<file path="src/rtl/sdq_pkg.sv">
package sdq_pkg;
  localparam logic [7:0] OFS_FREE = 8'h50;
  localparam logic [7:0] OFS_STS  = 8'h54;
  localparam logic [7:0] OFS_RX   = 8'h60;
  localparam logic [7:0] OFS_TX   = 8'h80;
  // valid status bits: 0,1,2,4,5 (bit 3 reserved)
  localparam logic [5:0] STS_MASK = 6'b110111;

  // index 0 = receive, index 1 = transmit
  typedef struct packed {
    logic [1:0] stage;   // latch first descriptor word
    logic [1:0] push;    // second word completes a descriptor
    logic [1:0] pop;     // engine accepted head of queue
    logic       sel;     // direction currently offered
    logic       stsWr;   // software write to data status
    logic       stsSet;  // completion merges status bits
  } dqStrobe_t;
endpackage

</file>
<file path="src/rtl/dqCtrl.sv">
module dqCtrl
  import sdq_pkg::*;
#(
  parameter int DEPTH  = 8,
  parameter int CNT_W  = $clog2(DEPTH + 1),
  parameter int ADDR_W = 8
) (
  input  logic                       clk,
  input  logic                       rstN,
  input  logic                       wrEn,
  input  logic [ADDR_W-1:0]          wrAddr,
  input  logic [1:0][CNT_W-1:0]      occ,
  input  logic                       descReady,
  input  logic                       doneValid,
  output dqStrobe_t                  strb,
  output logic [1:0][CNT_W-1:0]      freeCnt,
  output logic                       descValid,
  output logic                       descIsTx
);
  typedef enum logic [1:0] {IDLE, OFFER, BUSY} issueState_t;

  issueState_t state;
  logic        selTx;
  logic        lastTx;
  logic [1:0]  half;
  logic [1:0]  portHit;
  logic [1:0]  pend;
  logic [1:0]  inflight;
  logic        pickTx;

  always_comb begin
    portHit[0] = wrEn && (wrAddr == ADDR_W'(OFS_RX));
    portHit[1] = wrEn && (wrAddr == ADDR_W'(OFS_TX));
    for (int d = 0; d < 2; d++) begin
      pend[d]     = (occ[d] != '0);
      inflight[d] = (state == BUSY) && (selTx == (d == 1));
      freeCnt[d]  = CNT_W'(DEPTH) - occ[d] - CNT_W'(inflight[d]);
    end
    pickTx = pend[1] && (!pend[0] || !lastTx);
  end

  always_comb begin
    strb = '0;
    for (int d = 0; d < 2; d++) begin
      strb.stage[d] = portHit[d] && !half[d] && (freeCnt[d] != '0);
      strb.push[d]  = portHit[d] && half[d];
      strb.pop[d]   = (state == OFFER) && descReady && (selTx == (d == 1));
    end
    strb.sel    = selTx;
    strb.stsWr  = wrEn && (wrAddr == ADDR_W'(OFS_STS));
    strb.stsSet = (state == BUSY) && doneValid;
  end

  always_ff @(posedge clk) begin
    if (!rstN) begin
      state  <= IDLE;
      selTx  <= 1'b0;
      lastTx <= 1'b0;
      half   <= '0;
    end else begin
      for (int d = 0; d < 2; d++) begin
        if (strb.stage[d])     half[d] <= 1'b1;
        else if (strb.push[d]) half[d] <= 1'b0;
      end
      unique case (state)
        IDLE: if (pend != '0) begin
          selTx <= pickTx;
          state <= OFFER;
        end
        OFFER: if (descReady) begin
          lastTx <= selTx;
          state  <= BUSY;
        end
        BUSY: if (doneValid) state <= IDLE;
        default: state <= IDLE;
      endcase
    end
  end

  assign descValid = (state == OFFER);
  assign descIsTx  = selTx;

  // offer held until accepted
  a_r8_offer_hold: assert property (@(posedge clk) disable iff (!rstN)
    descValid && !descReady |=> descValid && $stable(descIsTx));
  // nothing offered right after an accept
  a_r6_single_outstanding: assert property (@(posedge clk) disable iff (!rstN)
    descValid && descReady |=> !descValid);
  // free counts never exceed the queue depth
  a_r9_free_bound: assert property (@(posedge clk) disable iff (!rstN)
    freeCnt[0] <= CNT_W'(DEPTH) && freeCnt[1] <= CNT_W'(DEPTH));
endmodule

</file>
<file path="src/rtl/dqData.sv">
module dqData
  import sdq_pkg::*;
#(
  parameter int DEPTH  = 8,
  parameter int CNT_W  = $clog2(DEPTH + 1),
  parameter int ADDR_W = 8,
  parameter int DATA_W = 32
) (
  input  logic                  clk,
  input  logic                  rstN,
  input  dqStrobe_t             strb,
  input  logic [DATA_W-1:0]     wrData,
  input  logic [5:0]            doneStatus,
  input  logic [1:0][CNT_W-1:0] freeCnt,
  input  logic [ADDR_W-1:0]     rdAddr,
  output logic [DATA_W-1:0]     rdData,
  output logic [1:0][CNT_W-1:0] occ,
  output logic [DATA_W-1:0]     descBufAddr,
  output logic [DATA_W-1:0]     descBlkAddr
);
  localparam int PTR_W = (DEPTH > 1) ? $clog2(DEPTH) : 1;

  logic [1:0][DATA_W-1:0] headBuf;
  logic [1:0][DATA_W-1:0] headBlk;
  logic [5:0]             sts;
  logic [5:0]             stsNext;

  for (genvar d = 0; d < 2; d++) begin : g_dir
    logic [DATA_W-1:0] bufMem [DEPTH];
    logic [DATA_W-1:0] blkMem [DEPTH];
    logic [DATA_W-1:0] firstWord;
    logic [PTR_W-1:0]  wrPtr;
    logic [PTR_W-1:0]  rdPtr;

    always_ff @(posedge clk) begin
      if (!rstN) begin
        wrPtr  <= '0;
        rdPtr  <= '0;
        occ[d] <= '0;
      end else begin
        if (strb.stage[d]) firstWord <= wrData;
        if (strb.push[d]) begin
          bufMem[wrPtr] <= firstWord;
          blkMem[wrPtr] <= wrData;
          wrPtr <= (wrPtr == PTR_W'(DEPTH - 1)) ? '0 : wrPtr + 1'b1;
        end
        if (strb.pop[d])
          rdPtr <= (rdPtr == PTR_W'(DEPTH - 1)) ? '0 : rdPtr + 1'b1;
        occ[d] <= occ[d] + CNT_W'(strb.push[d]) - CNT_W'(strb.pop[d]);
      end
    end

    assign headBuf[d] = bufMem[rdPtr];
    assign headBlk[d] = blkMem[rdPtr];

    // a descriptor is never pushed into a full queue
    a_r4_no_overflow: assert property (@(posedge clk) disable iff (!rstN)
      strb.push[d] |-> occ[d] < CNT_W'(DEPTH));
  end

  assign descBufAddr = headBuf[strb.sel];
  assign descBlkAddr = headBlk[strb.sel];

  always_comb begin
    stsNext = sts;
    if (strb.stsWr)  stsNext = stsNext & wrData[5:0];
    if (strb.stsSet) stsNext = stsNext | (doneStatus & STS_MASK);
  end

  always_ff @(posedge clk) begin
    if (!rstN) sts <= '0;
    else       sts <= stsNext;
  end

  always_comb begin
    rdData = '0;
    if (rdAddr == ADDR_W'(OFS_FREE))
      rdData[15:0] = {8'(freeCnt[0]), 8'(freeCnt[1])};
    else if (rdAddr == ADDR_W'(OFS_STS))
      rdData[5:0] = sts;
  end

  // status bits are sticky without a software write
  a_r10_sticky: assert property (@(posedge clk) disable iff (!rstN)
    !strb.stsWr |=> (sts & $past(sts)) == $past(sts));
  // writing zero with no completion clears all bits
  a_r11_clear: assert property (@(posedge clk) disable iff (!rstN)
    strb.stsWr && wrData[5:0] == 6'd0 && !strb.stsSet |=> sts == 6'd0);
endmodule

</file>
<file path="src/rtl/sdDescQueue.sv">
module sdDescQueue
  import sdq_pkg::*;
#(
  parameter int DEPTH  = 8,
  parameter int ADDR_W = 8,
  parameter int DATA_W = 32
) (
  input  logic              clk,
  input  logic              rstN,
  input  logic              regWrEn,
  input  logic [ADDR_W-1:0] regWrAddr,
  input  logic [DATA_W-1:0] regWrData,
  input  logic [ADDR_W-1:0] regRdAddr,
  output logic [DATA_W-1:0] regRdData,
  output logic              descValid,
  input  logic              descReady,
  output logic              descIsTx,
  output logic [DATA_W-1:0] descBufAddr,
  output logic [DATA_W-1:0] descBlkAddr,
  input  logic              doneValid,
  input  logic [5:0]        doneStatus
);
  localparam int CNT_W = $clog2(DEPTH + 1);

  dqStrobe_t             strb;
  logic [1:0][CNT_W-1:0] occ;
  logic [1:0][CNT_W-1:0] freeCnt;

  dqCtrl #(.DEPTH(DEPTH), .CNT_W(CNT_W), .ADDR_W(ADDR_W)) u_ctrl (
    .clk(clk), .rstN(rstN), .wrEn(regWrEn), .wrAddr(regWrAddr),
    .occ(occ), .descReady(descReady), .doneValid(doneValid),
    .strb(strb), .freeCnt(freeCnt), .descValid(descValid), .descIsTx(descIsTx)
  );

  dqData #(.DEPTH(DEPTH), .CNT_W(CNT_W), .ADDR_W(ADDR_W), .DATA_W(DATA_W)) u_data (
    .clk(clk), .rstN(rstN), .strb(strb), .wrData(regWrData),
    .doneStatus(doneStatus), .freeCnt(freeCnt), .rdAddr(regRdAddr),
    .rdData(regRdData), .occ(occ), .descBufAddr(descBufAddr),
    .descBlkAddr(descBlkAddr)
  );
endmodule

</file>
<file path="config.mk">
export PLATFORM = sky130hd
export DESIGN_NAME = sdDescQueue
export DESIGN_NICKNAME = d
export VERILOG_FILES = /design/src/rtl/sdq_pkg.sv /design/src/rtl/dqCtrl.sv /design/src/rtl/dqData.sv /design/src/rtl/sdDescQueue.sv
export SDC_FILE = /design/constraint.sdc
export NUM_CORES = 1
export LEC_CHECK = 0
export BUFFER_PORTS_ARGS = -buffer_cell sky130_fd_sc_hd__buf_2
export CAP_MARGIN = 20
export CORE_MARGIN = 2
export CORE_UTILIZATION = 54
export DETAILED_ROUTE_END_ITERATION = 10
export PLACE_DENSITY = 0.78
export SYNTH_ARGS = -nofsm -noshare
export SYNTH_HDL_FRONTEND = slang
export SYNTH_SLANG_ARGS = --single-unit
export TNS_END_PERCENT = 1
</file>
<file path="constraint.sdc">
create_clock -name clk -period 8.4 [get_ports clk]
set_input_delay 0.42 -clock clk [delete_from_list [all_inputs] [get_ports clk]]
set_output_delay 0.42 -clock clk [all_outputs]
set_load 0.005 [all_outputs]
</file>
* Word level (Yosys, flattened, before mapping)
Memories as Yosys holds them, arrays and structs flattened. A register that Yosys moved wholly into a read port is not among the register bits.
Cells that the tools add are included.
** Word-level totals
- Flip-flop bits (word level) :: 96
- RAM bits :: 1024
- Input port bits :: 59
- Output and inout bits :: 98
- Word-level logic and storage cells :: 117
- Memories kept :: 4
** Cells by class
- $add $sub $neg :: 12
- $lt $le $gt $ge :: 1
- Equal/unequal tests :: 14
- Muxes and demuxes :: 35
- Bitwise operators :: 3
- Reduce and logical (&&, ||, !) cells :: 34
** Memory list
- u_data.g_dir[0].blkMem :: depth 8, bits a word 32, rd ports 1, clocked after Yosys merged registers in 1, wr ports 1, RTL line dqData.sv:30 : logic [DATA_W-1:0] blkMem [DEPTH];
- u_data.g_dir[0].bufMem :: depth 8, bits a word 32, rd ports 1, clocked after Yosys merged registers in 1, wr ports 1, RTL line dqData.sv:29 : logic [DATA_W-1:0] bufMem [DEPTH];
- u_data.g_dir[1].blkMem :: depth 8, bits a word 32, rd ports 1, clocked after Yosys merged registers in 1, wr ports 1, RTL line dqData.sv:30
- u_data.g_dir[1].bufMem :: depth 8, bits a word 32, rd ports 1, clocked after Yosys merged registers in 1, wr ports 1, RTL line dqData.sv:29
** Operators with widths (number)
- 32-bit 2-to-1 mux :: 4
- 3-bit 2-to-1 mux :: 12
- 8-bit by 7-bit == test with 1-bit output (second input constant) :: 4
- 6-bit 2-to-1 mux :: 5
- 1-bit logical AND :: 16
- 4-bit nonzero test :: 4
- 4-bit by 1-bit subtractor with 4-bit output :: 4
- 3-bit by 1-bit adder with 3-bit output (second input constant) :: 4
- 3-bit == test (second input constant) :: 4
- 1-bit 2-to-1 mux :: 10
- 4-bit by 1-bit adder with 4-bit output :: 2
- 8-bit == test (second input constant) :: 1
- 2-bit AND reduction :: 4
- 4-bit subtractor (first input constant) :: 2
- 6-bit bitwise AND :: 1
- 2-bit 2-to-1 mux :: 3
- 6-bit OR :: 1
- 2-bit one-hot mux with 3 select lines :: 1
- 2-bit nonzero test :: 3
- 1-bit zero test :: 4
- 2-bit by 1-bit != test with 1-bit output (second input constant) :: 2
- 3-bit AND reduction :: 1
- 2-bit by 1-bit == test with 1-bit output (second input constant) :: 1
- 2-bit == test (second input constant) :: 1
- 5 further kinds :: 5

* Logic depth before layout (Yosys ltp)
- Depth after elaboration :: 6
- Gate-level depth with buffers :: 10
- Gate-level depth less buffers :: 10

* Modules after synthesis
From an unflattened synthesis, not the netlist that was laid out.
** Unflattened totals
- Cells, all modules :: 1908
- Area, all modules :: 42408.2 µm²
** By module, submodules not included
- dqData :: times used 1, cells an instance 1833, area an instance 41805.1 µm², sequential area each 33311.9 µm²
- dqCtrl :: times used 1, cells an instance 75, area an instance 603.1 µm², sequential area each 120.1 µm²

* Worst setup path after synthesis
Ideal clock, no wire load.
- Path kind :: input port to flip-flop
- Start point :: input port regWrAddr[6]
- End point :: memory u_data.g_dir[1].blkMem[6][0] (enable)
- Library setup time :: 0.644 ns
- Arrival time :: 6.982 ns
- Data required time :: 7.756 ns
- Path slack :: 0.774 ns
- Stages on the path :: 3
- Path buffers :: 0
- Cell sequence :: and4bb_2 nand2_1 nor4_1
** On the way
- Cells in the longest elaborated chain, start to end :: 6
** Ends and longest elaborated chain
- start, declared :: RTL line sdDescQueue.sv:11 : input logic [ADDR_W-1:0] regWrAddr,
- 8-bit == test :: RTL line dqCtrl.sv:33 : portHit[1] = wrEn && (wrAddr == ADDR_W'(OFS_TX));
- 1-bit logical AND :: RTL line dqCtrl.sv:33
- 1-bit logical AND :: RTL line dqCtrl.sv:46 : strb.push[d] = portHit[d] && half[d];
- 1-bit 2-to-1 mux :: RTL line dqData.sv:42 : if (strb.push[d]) begin
- 1-bit 2-to-1 mux :: RTL line dqData.sv:36 : if (!rstN) begin
- 1-bit 2-to-1 mux (implied by the code) :: RTL line dqData.sv:44 : blkMem[wrPtr] <= wrData;
- end, declared :: RTL line dqData.sv:30
Every way passes these cells.

==> results.md <==
* Status: finished clean
* I/O pins at 157
* Post-route DRC violation count at 0
* Placed Area at 0.04424 mm^2
* Worst Path Required at 7.98 ns
* Final setup violation count at 0
* GR Overflow Total at 0
* Sw Share at 23.27%
* Clock Sinks at 1126
* VDD IR-drop max at 0.1804 mV
* Vias per cell at 6.476
* Leakage at 0.01500 uW
* Path category of the worst min-delay check: in -> reg
* Post-CTS Setup Bufs at 0
* PortBufs at 133
* Kind of critical path: reg -> out
* Endpoints failing hold at 0
* Reg power frac at 51.6%
* Final instance area at 0.04767 mm^2
* Logic pwr share at 9.4%
* H-tree Lvls at 3
* Max Clk Rate at 0.2211 GHz
* HPWL Detailed at 49.28 mm
* Tmin final at 4.524 ns
* Flops & latches, synth at 1126
* Layout cells sized above 1 at 27.07%
* Starting density of the core at 54.71%
* Post-DRT Antenna Nets at 0
* WHS Path Cells at 4
* Dominant synthesized flop cell: edfxtp_1
* Crit start category: flop
* Cts bufs inserted at 105
* Proportion of netlist area held by the largest area contributor at 76.95%
* Die height at 284.4 um
* Worst EP arrival at 4.10 ns
* Initial antenna violation count at 1
* Nets@finish at 2172
* Worst-path clk slew at 0.06 ns
* Routed WL per cell at 31.24 um
* Register area share after synthesis at 78.75%
* Max cap viols at 0
* CP endpoint: descBlkAddr[23]
* Reg2Reg Setup Slack at 5.26 ns
* Row cnt at 102
* Synthesized instance count at 1891
* Part of the total power dissipated in the clock network at 39.0%
* Global-route wire length before repair at 145.5 mm
* Slew Viols, Final at 0
* Clk_skew at 0.03113 ns
* Post-CTS Hold Buffers at 5
* Net Switching at 2790 uW
* Pwr dens at 251.5 mW/mm^2
* Final setup TNS at 0 ns
* Asr flop ratio synth at 0%
* Routed vias at 20820
* P&R area growth vs syn at 12.27%
* Reg2reg path depth at 10
* Initial DRC count at 2638
* Largest net degree at the start of global routing at 93
* EDFF count, synth at 1088
* Syn. warnings at 0
* Top cells by area, synth: edfxtp_1 77%, mux4_2 13%, o22ai_1 1.9%
* Critical Path Sink Type: primary output
* Mean post-synth cell area at 22.45 um^2
* Post-synth cell types at 56
* Pre-CTS setup slack at 4.596 ns
* Unrepaired setup endpoints after global routing: false
* Core box area at 0.07759 mm^2
* # resized after CTS at 0
* Die Width at 284.4 um
* Peak fanout along the critical path at 52
* CTS Buffer Depth at 3
* R2r endpoint: u_data.g_dir[0].firstWord[17]
* CTS tree: built
* Routed WL at 100.4 mm
* First-pass detailed-route iteration total at 5
* Cell Int Power at 9200 uW
* FF-to-FF Start: u_ctrl.descIsTx
* Clock Latency Late Sink at 0.69 ns
* Final worst slack at 3.876 ns
* Final GP Congestion at 0.7464
* Number of global-route vias before repair at 21620
* Root buffer cell: clkbuf_16
* Die ar. at 0.08088 mm^2
* Slew headroom at 20.36%
* Global-route usage over all layers at 25.07%
* Synth area leader: edfxtp_1
* Worst-margin pin slew at 1.195 ns
* Synth Cell Area at 0.04246 mm^2
* Final period util at 53.86%
-- registers in the layout, summed over array words and instances (netlist names), 2 cells and up, named ones only --
| register | cells |
|---|---|
| u_ctrl.state | 2 |
| u_data.g_dir.wrPtr | 6 |
| u_data.g_dir.bufMem | 512 |
| u_data.g_dir.rdPtr | 6 |
| u_data.g_dir.firstWord | 64 |
| u_data.occ | 8 |
| u_ctrl.half | 2 |
| u_data.g_dir.blkMem | 512 |
| u_data.sts | 6 |
-- cell type report --
cell class	instances	area, um^2
tap	1040	1301
fill	5082	29930
clock buffer	133	2774
multi-input combinational	655	8429
clock inverter	59	595.6
timing repair buffer	179	1036
sequential	1126	33450
antenna	3	7.507
inverter	20	75.07
-- per-layer routing --
layer | wire length (um) | part of all wire [%] | GRT usage [%] | vias to the layer above
met1 | 35480 | 35 | 32.70 | 10830
met2 | 51340 | 51 | 42.19 | 1468
met3 | 10550 | 11 | 5.329 | 202
li1 | - | - | - | 8318
met4 | 3073 | 3.1 | 8.816 | 0
met5 | 0 | 0 | 0 | -
-- worst min path at each step --
stage | from | end | slack, ns
final | doneValid | u_ctrl.state[1] | 0.07
after detailed placement | u_data.sts[3] | u_data.sts[3] | 0.45
after global routing | descReady | u_ctrl.state[0] | 0.10
after CTS | doneValid | u_ctrl.state[1] | 0.05
after global placement | u_data.sts[3] | u_data.sts[3] | 0.44
after floorplan | u_data.sts[3] | u_data.sts[3] | 0.43
-- through the flow --
stage               util (%)  total power (uW)  hold slack, ns  cells
floorplan                  -              6952          0.4303   1912
global placement       57.01              7411          0.4379   3015
detailed placement     57.01              7434          0.4497   3015
CTS                    61.42             12060         0.05181   3212
global route           61.42             12320          0.1003   3212
finish                 61.43             11990         0.07436   3215
-- worst max-delay path, cell delays in order (launching register included) --
cell and delay [ns]:
dfxtp_4 0.73, buf_4 0.68, buf_4 0.82, mux4_2 0.37, o22ai_1 0.08, nor2_1 0.44
buf_2 0.20
-- synthesized netlist by cell type (4+ instances only) --
master	n
clkbuf_1	35
buf_2	19
xor2_1	4
nor3_1	6
buf_1	4
a21oi_1	5
nand2b_1	5
ha_1	24
buf_4	42
nand2_1	29
edfxtp_1	1088
mux4_2	238
nand3_1	6
inv_1	20
nor2b_1	9
o22ai_1	128
buf_12	4
dfxtp_1	38
nor2_1	75
and3b_1	5
o211ai_1	5
mux4_1	18
mux2i_1	5
and2_1	12
a21boi_0	6
nor3b_1	8
-- power by group through the flow --
stage / Combinational, uW / Clock, uW / Sequential, uW
final: 1130 / 4680 / 6180
after global routing: 1220 / 4920 / 6180
after CTS: 1150 / 4720 / 6180
after detailed placement: 1130 / 0 / 6300
after global placement: 1110 / 0 / 6300
after floorplan: 693 / 0 / 6260
-- placed cells by master, fill, tap and decap left out, types with 3 or more instances in the layout --
cell type      Yosys  layout
edfxtp_1        1088    1088
mux4_2           238     238
buf_2             19     133
o22ai_1          128     128
clkbuf_16          0     106
nor2_1            75      73
buf_4             42      40
dfxtp_1           38      34
nand2_1           29      28
clkbuf_1          35      25
ha_1              24      24
clkinv_1           0      23
conb_1             1      22
inv_1             20      20
mux4_1            18      18
clkinv_2           0      18
and2_1            12      12
nor2b_1            9       9
bufinv_16          0       9
nor3b_2            0       8
nand3_1            6       6
a21boi_0           6       6
mux2i_1            5       5
a21oi_1            5       5
o211ai_1           5       5
dlygate4sd3_1      0       5
nor3_1             6       4
and3b_4            0       4
xor2_1             4       4
dfxtp_4            0       4
clkinv_8           0       4
diode_2            0       3
nand2b_1           5       3
and3_1             3       3
a22o_1             3       3
nor3_2             1       3
or3_1              3       3
a21boi_1           3       3
-- cell families after synthesis --
logic type               Yosys count  synth area share [%]
XOR/XNOR                           6                0.1238
flip-flops                      1126                 78.75
AO/OA/AOI/OAI                    158                 2.390
other                              1              0.008833
adder cells (fa/ha/maj)           26                0.8016
multiplexers                     261                 13.86
AND/OR/NAND/NOR                  182                 2.228
buffers and inverters            131                 1.845
Note: power is estimated with default switching activity, not from simulation.
